**config.mk**
```make
export PLATFORM = sky130hd
export DESIGN_NAME = cmdx_expander
export DESIGN_NICKNAME = d
export VERILOG_FILES = /design/src/rtl/cmdx_pkg.sv /design/src/rtl/cmdx_hdr_decode.sv /design/src/rtl/cmdx_seq.sv /design/src/rtl/cmdx_out_mux.sv /design/src/rtl/cmdx_expander.sv
export SDC_FILE = /design/constraint.sdc
export NUM_CORES = 1
export LEC_CHECK = 0
export ABC_AREA = 1
export CORE_ASPECT_RATIO = 0.75
export CORE_MARGIN = 4
export CORE_UTILIZATION = 37
export CTS_CLUSTER_DIAMETER = 150
export DETAILED_ROUTE_END_ITERATION = 16
export PLACE_DENSITY = 0.67
export SLEW_MARGIN = 20
export SYNTH_ARGS = -nofsm -noshare
export SYNTH_HDL_FRONTEND = slang
export SYNTH_SLANG_ARGS = --single-unit
```
**constraint.sdc**
```tcl
create_clock -name clk -period 2.3 [get_ports clk]
set_clock_uncertainty 0.05 [all_clocks]
set_input_delay 0.46 -clock clk [delete_from_list [all_inputs] [get_ports clk]]
set_output_delay 0.46 -clock clk [all_outputs]
set_load 0.02 [all_outputs]
```
**src/rtl/cmdx_pkg.sv**
```systemverilog
package cmdx_pkg;

   localparam int MODE_W = 3;

   typedef enum logic [MODE_W-1:0] {
      M_INC  = 3'd1,
      M_FIX  = 3'd3,
      M_INL  = 3'd4,
      M_ONCE = 3'd5
   } mode_e;

   function automatic logic mode_known(input logic [MODE_W-1:0] m);
      return (m == M_INC) || (m == M_FIX) || (m == M_INL) || (m == M_ONCE);
   endfunction

endpackage

```
**src/rtl/cmdx_hdr_decode.sv**
```systemverilog
module cmdx_hdr_decode
   import cmdx_pkg::*;
#(
   parameter int DATA_W   = 32,
   parameter int METHOD_W = 13,
   parameter int SUBCH_W  = 3,
   parameter int CNT_W    = 13
) (
   input  logic [DATA_W-1:0]   word,
   output logic [METHOD_W-1:0] method,
   output logic [SUBCH_W-1:0]  subch,
   output logic [CNT_W-1:0]    cnt,
   output logic [MODE_W-1:0]   mode,
   output logic                is_inline,
   output logic                known,
   output logic                empty
);
   localparam int SUB_LO  = METHOD_W;
   localparam int CNT_LO  = SUB_LO + SUBCH_W;
   localparam int MODE_LO = CNT_LO + CNT_W;

   if (MODE_LO + MODE_W != DATA_W) begin : g_bad_layout
      $error("header fields do not fill the command word");
   end
   if (METHOD_W < 2 || SUBCH_W < 1 || CNT_W < 1) begin : g_bad_width
      $error("header field width too small");
   end

   // field positions inside the header word
   assign method    = word[METHOD_W-1:0];
   assign subch     = word[CNT_LO-1:SUB_LO];
   assign cnt       = word[MODE_LO-1:CNT_LO];
   assign mode      = word[DATA_W-1:MODE_LO];
   assign is_inline = (mode == M_INL);
   assign known     = mode_known(mode);
   assign empty     = (cnt == '0);

endmodule

```
**src/rtl/cmdx_seq.sv**
```systemverilog
module cmdx_seq
   import cmdx_pkg::*;
#(
   parameter int METHOD_W = 13,
   parameter int SUBCH_W  = 3,
   parameter int CNT_W    = 13
) (
   input  logic                clk,
   input  logic                rst_n,
   input  logic                hdr_fire,
   input  logic                data_fire,
   input  logic [METHOD_W-1:0] hdr_method,
   input  logic [SUBCH_W-1:0]  hdr_subch,
   input  logic [CNT_W-1:0]    hdr_cnt,
   input  logic [MODE_W-1:0]   hdr_mode,
   input  logic                hdr_known,
   input  logic                hdr_inline,
   input  logic                hdr_empty,
   output logic                busy,
   output logic [METHOD_W-1:0] cur_method,
   output logic [SUBCH_W-1:0]  cur_subch,
   output logic [CNT_W-1:0]    cur_remain,
   output logic                err
);
   localparam logic [METHOD_W-1:0] M_ONE = METHOD_W'(1);
   localparam logic [CNT_W-1:0]    C_ONE = CNT_W'(1);

   logic [MODE_W-1:0] mode_q;
   logic              first_q;
   logic              step;

   // address moves after a write in incrementing mode, and once in increment-once mode
   assign step = (mode_q == M_INC) || ((mode_q == M_ONCE) && first_q);

   always_ff @(posedge clk) begin
      if (!rst_n) begin
         busy       <= 1'b0;
         err        <= 1'b0;
         first_q    <= 1'b0;
         mode_q     <= '0;
         cur_method <= '0;
         cur_subch  <= '0;
         cur_remain <= '0;
      end else if (hdr_fire) begin
         if (!hdr_known) begin
            err <= 1'b1;
         end else if (!hdr_inline && !hdr_empty) begin
            busy       <= 1'b1;
            first_q    <= 1'b1;
            mode_q     <= hdr_mode;
            cur_method <= hdr_method;
            cur_subch  <= hdr_subch;
            cur_remain <= hdr_cnt - C_ONE;
         end
      end else if (data_fire) begin
         first_q <= 1'b0;
         if (cur_remain == '0) busy <= 1'b0;
         else                  cur_remain <= cur_remain - C_ONE;
         if (step) cur_method <= cur_method + M_ONE;
      end
   end

   p_err_sticky_r8 : assert property (@(posedge clk) disable iff (!rst_n)
      err |=> err);
   p_rem_step_r6 : assert property (@(posedge clk) disable iff (!rst_n)
      (data_fire && cur_remain != '0) |=> (busy && cur_remain == $past(cur_remain) - C_ONE));
   p_last_ends_r6 : assert property (@(posedge clk) disable iff (!rst_n)
      (data_fire && cur_remain == '0) |=> !busy);
   p_fix_hold_r3 : assert property (@(posedge clk) disable iff (!rst_n)
      (data_fire && cur_remain != '0 && mode_q == M_FIX) |=> $stable(cur_method));
   p_inc_step_r2 : assert property (@(posedge clk) disable iff (!rst_n)
      (data_fire && cur_remain != '0 && mode_q == M_INC) |=> cur_method == $past(cur_method) + M_ONE);
   p_once_flat_r4 : assert property (@(posedge clk) disable iff (!rst_n)
      (data_fire && cur_remain != '0 && mode_q == M_ONCE && !first_q) |=> $stable(cur_method));
   p_empty_skip_r9 : assert property (@(posedge clk) disable iff (!rst_n)
      (hdr_fire && hdr_known && !hdr_inline && hdr_empty) |=> !busy);
   p_subch_hold_r7 : assert property (@(posedge clk) disable iff (!rst_n)
      (busy && !hdr_fire && $past(busy)) |-> $stable(cur_subch));

endmodule

```
**src/rtl/cmdx_out_mux.sv**
```systemverilog
module cmdx_out_mux #(
   parameter int DATA_W   = 32,
   parameter int METHOD_W = 13,
   parameter int SUBCH_W  = 3,
   parameter int CNT_W    = 13
) (
   input  logic                busy,
   input  logic                in_valid,
   input  logic [DATA_W-1:0]   in_word,
   input  logic                wr_ready,
   input  logic [METHOD_W-1:0] hdr_method,
   input  logic [SUBCH_W-1:0]  hdr_subch,
   input  logic [CNT_W-1:0]    hdr_cnt,
   input  logic                hdr_inline,
   input  logic [METHOD_W-1:0] cur_method,
   input  logic [SUBCH_W-1:0]  cur_subch,
   input  logic [CNT_W-1:0]    cur_remain,
   output logic                in_ready,
   output logic                wr_valid,
   output logic [METHOD_W-1:0] wr_method,
   output logic [SUBCH_W-1:0]  wr_subch,
   output logic [DATA_W-1:0]   wr_data,
   output logic [CNT_W-1:0]    wr_remain,
   output logic                hdr_fire,
   output logic                data_fire
);
   logic [DATA_W-1:0] inl_ext;

   if (DATA_W > CNT_W) begin : g_pad
      assign inl_ext = {{(DATA_W-CNT_W){1'b0}}, hdr_cnt};
   end else begin : g_trim
      assign inl_ext = hdr_cnt[DATA_W-1:0];
   end

   always_comb begin
      if (busy) begin
         wr_valid  = in_valid;
         in_ready  = wr_ready;
         wr_method = cur_method;
         wr_subch  = cur_subch;
         wr_remain = cur_remain;
         wr_data   = in_word;
      end else begin
         wr_method = hdr_method;
         wr_subch  = hdr_subch;
         wr_remain = '0;
         wr_data   = inl_ext;
         if (hdr_inline) begin
            wr_valid = in_valid;
            in_ready = wr_ready;
         end else begin
            wr_valid = 1'b0;
            in_ready = 1'b1;
         end
      end
   end

   assign hdr_fire  = !busy && in_valid && in_ready;
   assign data_fire =  busy && in_valid && in_ready;

endmodule

```
**src/rtl/cmdx_expander.sv**
```systemverilog
module cmdx_expander
   import cmdx_pkg::*;
#(
   parameter int DATA_W   = 32,
   parameter int METHOD_W = 13,
   parameter int SUBCH_W  = 3,
   parameter int CNT_W    = 13
) (
   input  logic                clk,
   input  logic                rst_n,
   input  logic                in_valid,
   output logic                in_ready,
   input  logic [DATA_W-1:0]   in_word,
   output logic                wr_valid,
   input  logic                wr_ready,
   output logic [METHOD_W-1:0] wr_method,
   output logic [SUBCH_W-1:0]  wr_subch,
   output logic [DATA_W-1:0]   wr_data,
   output logic [CNT_W-1:0]    wr_remain,
   output logic                err_mode
);
   logic [METHOD_W-1:0] hdr_method, cur_method;
   logic [SUBCH_W-1:0]  hdr_subch, cur_subch;
   logic [CNT_W-1:0]    hdr_cnt, cur_remain;
   logic [MODE_W-1:0]   hdr_mode;
   logic                hdr_inline, hdr_known, hdr_empty;
   logic                busy, hdr_fire, data_fire;

   cmdx_hdr_decode #(.DATA_W(DATA_W), .METHOD_W(METHOD_W), .SUBCH_W(SUBCH_W), .CNT_W(CNT_W)) u_dec (
      .word(in_word), .method(hdr_method), .subch(hdr_subch), .cnt(hdr_cnt),
      .mode(hdr_mode), .is_inline(hdr_inline), .known(hdr_known), .empty(hdr_empty)
   );

   cmdx_seq #(.METHOD_W(METHOD_W), .SUBCH_W(SUBCH_W), .CNT_W(CNT_W)) u_seq (
      .clk(clk), .rst_n(rst_n), .hdr_fire(hdr_fire), .data_fire(data_fire),
      .hdr_method(hdr_method), .hdr_subch(hdr_subch), .hdr_cnt(hdr_cnt), .hdr_mode(hdr_mode),
      .hdr_known(hdr_known), .hdr_inline(hdr_inline), .hdr_empty(hdr_empty),
      .busy(busy), .cur_method(cur_method), .cur_subch(cur_subch),
      .cur_remain(cur_remain), .err(err_mode)
   );

   cmdx_out_mux #(.DATA_W(DATA_W), .METHOD_W(METHOD_W), .SUBCH_W(SUBCH_W), .CNT_W(CNT_W)) u_mux (
      .busy(busy), .in_valid(in_valid), .in_word(in_word), .wr_ready(wr_ready),
      .hdr_method(hdr_method), .hdr_subch(hdr_subch), .hdr_cnt(hdr_cnt), .hdr_inline(hdr_inline),
      .cur_method(cur_method), .cur_subch(cur_subch), .cur_remain(cur_remain),
      .in_ready(in_ready), .wr_valid(wr_valid), .wr_method(wr_method), .wr_subch(wr_subch),
      .wr_data(wr_data), .wr_remain(wr_remain), .hdr_fire(hdr_fire), .data_fire(data_fire)
   );

   // a stalled write keeps its fields while the source holds its word
   p_stall_hold_r10 : assert property (@(posedge clk) disable iff (!rst_n)
      (wr_valid && !wr_ready) |=> (wr_valid && $stable(wr_method) && $stable(wr_subch) && $stable(wr_remain)));
   // a write offered outside a data run is an inline one and ends its header
   p_inline_zero_r5 : assert property (@(posedge clk) disable iff (!rst_n)
      (wr_valid && !busy) |-> (wr_remain == '0));
   // a write is offered only when a word is offered
   p_no_phantom_r10 : assert property (@(posedge clk) disable iff (!rst_n)
      wr_valid |-> in_valid);

endmodule

```
# ---- Word level (Yosys, flattened, before mapping)
# Index checks and enable logic that the tools add are counted.
dict set report op_classes {
  n_mux 25
  shift 0
  eq_ne 9
  div_mod_pow 0
  add_sub_neg 3
  reduce_logical 24
  magnitude_cmp 0
  multipliers 0
  bitwise 1
}
# cell n
set ops {}
lappend ops {{2-to-1 mux 13 bit} 12}
lappend ops {{2-to-1 mux 32 bit} 1}
lappend ops {{logical NOT 13 bit} 2}
lappend ops {{subtractor 13 x 1 -> 13 bit (second input constant)} 2}
lappend ops {{adder 13 x 1 -> 13 bit (second input constant)} 1}
lappend ops {{AND reduction 4 bit} 3}
lappend ops {{2-to-1 mux 1 bit} 11}
lappend ops {{== test 3 bit (second input constant)} 3}
lappend ops {{== test 3 x 1 -> 1 bit (second input constant)} 2}
lappend ops {{logical AND 1 bit} 6}
lappend ops {{AND reduction 3 bit} 2}
lappend ops {{nonzero test 2 bit} 3}
lappend ops {{logical OR 1 bit} 4}
lappend ops {{inequality test 2 x 1 -> 1 bit (second input constant)} 2}
lappend ops {{== test 3 x 2 -> 1 bit (second input constant)} 1}
lappend ops {{logical NOT 1 bit} 3}
lappend ops {{2-to-1 mux 3 bit} 1}
lappend ops {{inequality test 2 bit (second input constant)} 1}
lappend ops {{AND reduction 2 bit} 1}
lappend ops {{NOT 1 bit} 1}
dict set report word_totals {
  ram_bits 0
  reg_bits 35
  word_cells 69
  memories 0
  out_inout_bits 64
  latch_bits 0
  romBits 0
}

# ---- Logic depth before layout (Yosys ltp)
# Gate-level depths: netlist of run 1.
dict set report logic_depth {
  ltp_word 6
  ltp_mapped 16
  ltp_nobuf 15
}

# ---- Modules after synthesis
# From an unflattened synthesis of run 1, not the netlist that was laid out.
dict set report hier_totals {
  hier_cells 641
  hier_area_um2 3389.5
}
# module area_per_inst_um2 seq_area_each_um2 instances cells_per_inst
set modules_own_cells {}
lappend modules_own_cells {cmdx_seq 2334.7 700.7 1 417}
lappend modules_own_cells {cmdx_out_mux 729.4 0.0 1 171}
lappend modules_own_cells {cmdx_hdr_decode 325.3 0.0 1 53}

# ---- Worst setup path before layout of run 1
# Ideal clock, no wire load.
dict set report synth_timing {
  path_type {input-to-reg}
  start {input port in_word[30]}
  end {register u_seq.cur_remain[10]}
  setup_time_ns 0.117
  setup_slack_ns 0.291
  cell_stages 16
  arrival_time_ns 1.842
  required_time_ns 2.133
  path_cell_list {nor2_1 nand2_1 nand2_2 nand2_4 nand2_4 buf_6 nand2_1 nand2_2 ha_1 nand3_2 nor2_8 nand2_2 nor2_1 nor2_1 nor2_1 nor2_1}
}
dict set report synth_between {
  elab_chain_len 6
  elab_cells_between_ends 19
  classes_between {eq/ne (7); mux (3); reduce/logical (9)}
}
# element line_no
set synth_rtl {}
lappend synth_rtl {{start, declared} cmdx_expander.sv:13} ;# input logic [DATA_W-1:0] in_word,
lappend synth_rtl {{== test 3 bit (tied with other cells)} {cmdx_pkg.sv:13, cmdx_hdr_decode.sv:34}}
lappend synth_rtl {{2-to-1 mux 1 bit or logical OR 1 bit (tied branches)} {cmdx_out_mux.sv:48, cmdx_pkg.sv:13}}
lappend synth_rtl {{2-to-1 mux 1 bit or logical OR 1 bit (tied branches)} {cmdx_out_mux.sv:36, cmdx_pkg.sv:13}}
lappend synth_rtl {{logical AND 1 bit (tied with other cells)} cmdx_out_mux.sv:58} ;# assign hdr_fire = !busy && in_valid && in_ready;
lappend synth_rtl {{inequality test 2 bit (no source line) (tied with other cells)} n/a}
lappend synth_rtl {{AND reduction 4 bit (no source line)} n/a}
lappend synth_rtl {{end signal, assigned} cmdx_seq.sv:53} ;# cur_remain <= hdr_cnt - C_ONE;
lappend synth_rtl {{end signal, assigned} cmdx_seq.sv:58} ;# else cur_remain <= cur_remain - C_ONE;
lappend synth_rtl {{end, declared} cmdx_seq.sv:22} ;# output logic [CNT_W-1:0] cur_remain,
# Several ways; a longest one is shown, not always the timed one.
# A chain may end at the register's enable or synchronous reset.

# ---- Worst setup path in the final report of run 1
dict set report layout_timing {
  start {input port in_word[26]}
  end {output port wr_data[26]}
}
dict set report layout_between {
  elab_chain_len 1
}
# element line_no
set layout_rtl {}
lappend layout_rtl {{2-to-1 mux 32 bit} cmdx_out_mux.sv:36} ;# if (busy) begin
lappend layout_rtl {{end, declared} cmdx_expander.sv:18} ;# output logic [DATA_W-1:0] wr_data,
# Every way passes these cells.

==> summary.md, run 1 <==
| Metric | Value |
|---|---|
| Worst skew pair latency | `290 ps` |
| Tcrit/Tclk final | `0.984` |
| Ys Warns | `0` |
| Leakage | `2.53 nW` |
| Min cycle time layout | `2260 ps` |
| Relative slew slack | `0.629` |
| Post-synth EDFFs | `0` |
| WP data arrival | `1750 ps` |
| Max Root-Sink Buffers | `2` |
| Leading area contributor after synthesis | `dfxtp_1` |
| Clk slew on worst S/H paths | `80 ps` |
| Synth top area share | `0.236` |
| Global-route wire length before repair | `17300 um` |
| DRC viols | `0` |
| Yosys cell types | `35` |
| Top area cells in the synthesized netlist | `dfxtp_1, nand2_1, inv_1, o21ai_0, nand3_1` |
| H-tree levels | `2` |
| Filler cells | `752` |
| Power Dens Cells | `538 mW/mm^2` |
| Die Wd | `111 um` |
| TritonCTS Buffers | `5` |
| Gr ovfl total | `0` |
| Post-route core utilization | `0.609` |
| Routed wire length | `10900 um` |
| Max_cap viols | `0` |
| Starting Density | `0.392` |
| Post-synthesis simple-gate area fraction | `0.408` |
| Gate Count Post-Synth | `526` |
| Pint | `0.00146 W` |
| Via count | `3788` |
| Initial antenna violation count | `0` |
| Net Sw Frac | `0.412` |
| Std cell rows | `27` |
| Reg2reg path depth | `8` |
| Combinational Power Share | `0.493` |
| Syn_area_per_cell | `5.63 um^2` |
| Crit Path Category | `in2out` |
| RSZ-0062 raised after global routing | `yes` |
| Via density | `4.94` |
| Syn_nets | `564` |
| Maximum VDD drop | `0.300 mV` |
| Layout cells sized above 1 | `0.159` |
| Antenna Cells | `0` |
| F_max | `442 MHz` |
| CTS sink cnt | `35` |
| Initial DRC count | `280` |
| I/O Buffers | `99` |
| Die Y-Extent | `85.5 um` |
| Hpwl dp | `8310 um` |
| Die area | `0.00952 mm^2` |
| CP Launch Type | `input pin` |
| Nets@finish | `703` |
| Outcome | `completed` |
| CTS root buf | `clkbuf_8` |
| Synth Area in Adders | `0.00845` |
| Setup ws final | `37.9 ps` |
| #FFs+latches synth | `35` |
| Multiplexer share of the synthesized area | `0` |
| NetSw | `0.00102 W` |
| Register area share after synthesis | `0.236` |
| CP Capture Type | `output port` |
| Main flop type after synthesis | `dfxtp_1` |
| GRT Total Usage | `0.220` |
| I/O Pins | `100` |
| Async SR Flop Fraction | `0` |
| Worst EP required | `1790 ps` |
| Core Area | `0.00757 mm^2` |
| CTS tree | `yes` |
| First-pass DRT Iterations | `5` |
| Crit-path max FO | `3` |
| Worst-Margin Slew | `551 ps` |
| Xor/xnor share of the synthesized area | `0` |
| Most frequent cells in the layout | `nand2_1, inv_1, clkdlybuf4s50_1, o21ai_0, buf_4` |
| Placed Instances | `758` |
| Gpl congestion | `0.863` |
| Total power draw | `0.00248 W` |
| Sequential fraction of design power | `0.298` |
| Compound-Gate Fraction of Synth Area | `0.171` |
| Synthesis-to-layout area growth | `55.5%` |
| Final Instance Count excl. Fillers | `767` |
| Post-Syn Area | `0.00296 mm^2` |
| Pre-CTS WS | `-289 ps` |
| Largest net degree at the start of global routing | `58` |
| Largest family of logic cells by synthesized area | `simple AND/OR/NAND/NOR gates` |
| Hold crit path type | `reg2reg` |
| Post-CTS setup buffers | `0` |
| Slew Limit Fails | `0` |
| Routed Antenna Nets | `0` |
| Commonest non-fill, non-tap cell in the layout | `nand2_1` |
| Clock power frac | `0.209` |
| Vias in the first global route | `3488` |
| Hold Buf Count CTS | `0` |
| Setup-failing EPs final | `0` |
| Hold Violations, Final | `0` |
| Wire per inst | `14.3 um` |
| Hold path cells | `2` |
## stage by stage
stage	hold slack, ps	setup TNS, ps	area [um^2]
after CTS	417	0	4480
after detailed placement	405	-6270	4400
after global routing	429	-43.0	4610
final	417	0	4610
after floorplan	374	0	2960
after global placement	401	-3950	4400
## power by group through the flow
stage	logic (W)	registers (W)	clock network (W)
floorplan	0.000685	0.000733	0
global placement	0.00118	0.000748	0
detailed placement	0.00120	0.000751	0
CTS	0.00118	0.000738	0.000527
global route	0.00134	0.000750	0.000560
finish	0.00122	0.000740	0.000517
## critical path, stage by stage
cell             delay, ps
clkdlybuf4s50_1        560
nand2_1                 80
inv_1                   50
clkdlybuf4s50_1        600
## registers in the layout (all words and copies together), names as in the netlist
| signal | flops |
|---|---|
| u_seq.cur_subch | 3 |
| u_seq.first_q | 1 |
| u_seq.busy | 1 |
| u_seq.err | 1 |
| u_seq.cur_method | 13 |
| u_seq.cur_remain | 13 |
| u_seq.mode_q | 3 |
## kinds of logic (layout without fill, tap and decap cells)
logic type,after synthesis,count (layout)
simple gates,264,264
fa+ha+maj,2,2
compound gates,96,96
buf+inv,129,269
flops,35,35
## cells in the mapped netlist (3+ instances only)
library cell  count
nand3_1          37
nor2_1           40
a211oi_1          4
buf_2             6
inv_2             5
dfxtp_1          35
o21ai_0          59
inv_1           101
clkbuf_1         11
nand2_1         142
nand2_2          12
nand4_1           6
a21oi_1          25
nor4_1            5
buf_6             3
nand2_4           3
nor2_4            4
nor3_1            5
## final timing paths
kind,start,slack [ps],endpoint
worst max-delay path,in_word[26],40,wr_data[26]
worst min-delay path,u_seq.first_q,420,u_seq.first_q
worst max register to register,u_seq.cur_remain[0],280,u_seq.cur_remain[4]
worst min register to register,u_seq.first_q,420,u_seq.first_q
## cell type report
class,instances,area (um^2),area share
Clock buffer,7,96.3,0.0209
Clock inverter,1,7.51,0.00163
Inverter,106,400,0.0869
Multi-Input combinational cell,362,1790,0.388
Sequential cell,35,702,0.152
Tap cell,101,126,0.0274
Timing Repair Buffer,155,1490,0.323
## layer usage
metal | up-vias | part of all wire | global-route usage
met5 | - | 0 | 0
met4 | 0 | 0.0097 | 0.0552
met3 | 11 | 0.069 | 0.0430
met2 | 149 | 0.42 | 0.337
met1 | 1705 | 0.50 | 0.317
li1 | 1923 | - | -
## timing repair
action,in CTS,in global routing
gates cloned,0,1
setup endpoints to repair,17,50
gates resized for setup,17,34
pin swaps,0,3
Power figures use the tool's default switching activity.
==> run 2: changes to the inputs <==
--- a/config.mk
+++ b/config.mk
@@ -7,7 +7,7 @@
 export LEC_CHECK = 0
 export ABC_AREA = 1
 export CORE_ASPECT_RATIO = 0.75
-export CORE_MARGIN = 4
+export CORE_MARGIN = 5
 export CORE_UTILIZATION = 37
 export CTS_CLUSTER_DIAMETER = 150
 export DETAILED_ROUTE_END_ITERATION = 16
==> summary.md, run 2 (synthesis results as in run 1) <==
| Metric | Value |
|---|---|
| Outcome | `completed` |
| CP peak stage delay | `640 ps` |
| Commonest non-fill, non-tap cell in the layout | `nand2_1` |
| Via density | `4.86` |
| Starting Density | `0.378` |
| CTS root buf | `clkbuf_8` |
| First-pass DRT Iterations | `5` |
| Hold Buf Count CTS | `0` |
| Slew Limit Fails | `0` |
| Gr ovfl total | `0` |
| CTS tree | `yes` |
| Crit Path Category | `in2out` |
| RSZ-0062 raised after global routing | `yes` |
| CP Capture Type | `output port` |
| TritonCTS Buffers | `5` |
| Setup-failing EPs final | `0` |
| Worst skew pair latency | `290 ps` |
| CP Launch Type | `input pin` |
| Maximum VDD drop | `0.310 mV` |
| Nets@finish | `705` |
| TNS Setup | `0 ps` |
| I/O Pins | `100` |
| Worst-Margin Slew | `510 ps` |
| Layout cells sized above 1 | `0.160` |
| Post-DP Area | `0.00440 mm^2` |
| Tcrit/Tclk final | `0.988` |
| Most frequent CP cell | `clkdlybuf4s50_1` |
| Die area | `0.00992 mm^2` |
| Max Root-Sink Buffers | `2` |
| F_max | `440 MHz` |
| Die Wd | `113 um` |
| Crit-path max FO | `3` |
| Routed Antenna Nets | `0` |
| Relative slew slack | `0.657` |
| Buf+Inv Stages, Crit Path | `2` |
| DRC viols | `0` |
| Clk slew on worst S/H paths | `70 ps` |
| Initial antenna violation count | `0` |
| Most frequent cells in the layout | `nand2_1, inv_1, clkdlybuf4s50_1, o21ai_0, buf_4` |
| Max_cap viols | `0` |
| Top flop regs | `u_seq.cur_method (13), u_seq.cur_remain (13)` |
| Antenna Cells | `0` |
| Gpl congestion | `0.891` |
| Die Y-Extent | `87.5 um` |
| Hold crit path type | `reg2reg` |
| Min cycle time layout | `2270 ps` |
| Core Area | `0.00785 mm^2` |
| Routed wire length | `10700 um` |
| Design Area, Final | `0.00464 mm^2` |
| CTS sink cnt | `35` |
| Global-route wire length before repair | `17300 um` |
| Largest net degree at the start of global routing | `53` |
| Initial DRC count | `259` |
| Slowest cell on crit path | `clkdlybuf4s50_1` |
| Via count | `3753` |
| H-tree levels | `2` |
| I/O Buffers | `99` |
| Largest delay share family, worst path | `buffers and inverters` |
| Worst EP required | `1790 ps` |
| Cell Chain, Critical Path | `clkdlybuf4s50_1 -> nand2_1 -> o21ai_0 -> clkdlybuf4s50_1` |
| GRT Total Usage | `0.217` |
| Power Dens Cells | `552 mW/mm^2` |
| Hpwl dp | `8300 um` |
| Vias in the first global route | `3542` |
| Synthesis-to-layout area growth | `56.5%` |
| Hold Violations, Final | `0` |
| Wire per inst | `13.8 um` |
| Std cell rows | `28` |
| Leakage | `2.59 nW` |
| WP data arrival | `1760 ps` |
-- run 2: per-layer routing --
metal  track usage  routed length [um]
met1         0.308                5180
met2         0.330                4440
met3        0.0417                 774
met4        0.0688                 278
met5             0                   0
-- run 2: power breakdown --
part	leakage [nW]	switching, W	internal, W
Combinational	2.24	0.000706	0.000517
Clock	0.0612	0.000250	0.000351
Sequential	0.288	0.0000609	0.000676
-- run 2: final cells by class --
class,count,area [um^2]
inverters,106,400
fillers,775,3210
multi-input cells,362,1790
flip-flops and latches,35,702
clock buffers,6,82.6
clock inverters,2,35.0
repair buffers,157,1500
well taps,105,131
-- run 2: worst paths after layout --
kind | from | endpoint | cells past startpoint | slack [ps]
worst max register to register | u_seq.busy | u_seq.cur_remain[11] | 12 | 240
worst max-delay path | in_word[5] | wr_method[5] | 4 | 30
worst min-delay path | u_seq.mode_q[2] | u_seq.mode_q[2] | 2 | 410
worst min register to register | u_seq.mode_q[2] | u_seq.mode_q[2] | 2 | 410
-- run 2: what timing repair did --
item	4_1_cts	5_1_grt
buffers inserted	0	5
endpoints found under the setup margin	17	44
endpoints found under the hold margin	0	0
pin swaps	0	10
cloned	0	0
gates resized for setup	17	33
-- run 2: worst reg2reg max path, delay by kind of cell (launching register included) --
family | cells | cell delay, ps
and+or+nand+nor | 9 | 1130
buffers and inverters | 3 | 430
DFF | 1 | 360
-- run 2: stage by stage --
step           power (W)  utilization  instances  hold WS (ps)  worst slack (ps)
5_1_grt          0.00273        0.591        773           422             -21.7
4_1_cts          0.00253        0.573        768           409              5.50
6_report         0.00256        0.591        773           410              27.0
2_1_floorplan    0.00142            -        526           374               291
3_5_place_dp     0.00195        0.560        760           398              -272
3_3_place_gp     0.00194        0.560        760           391              -234
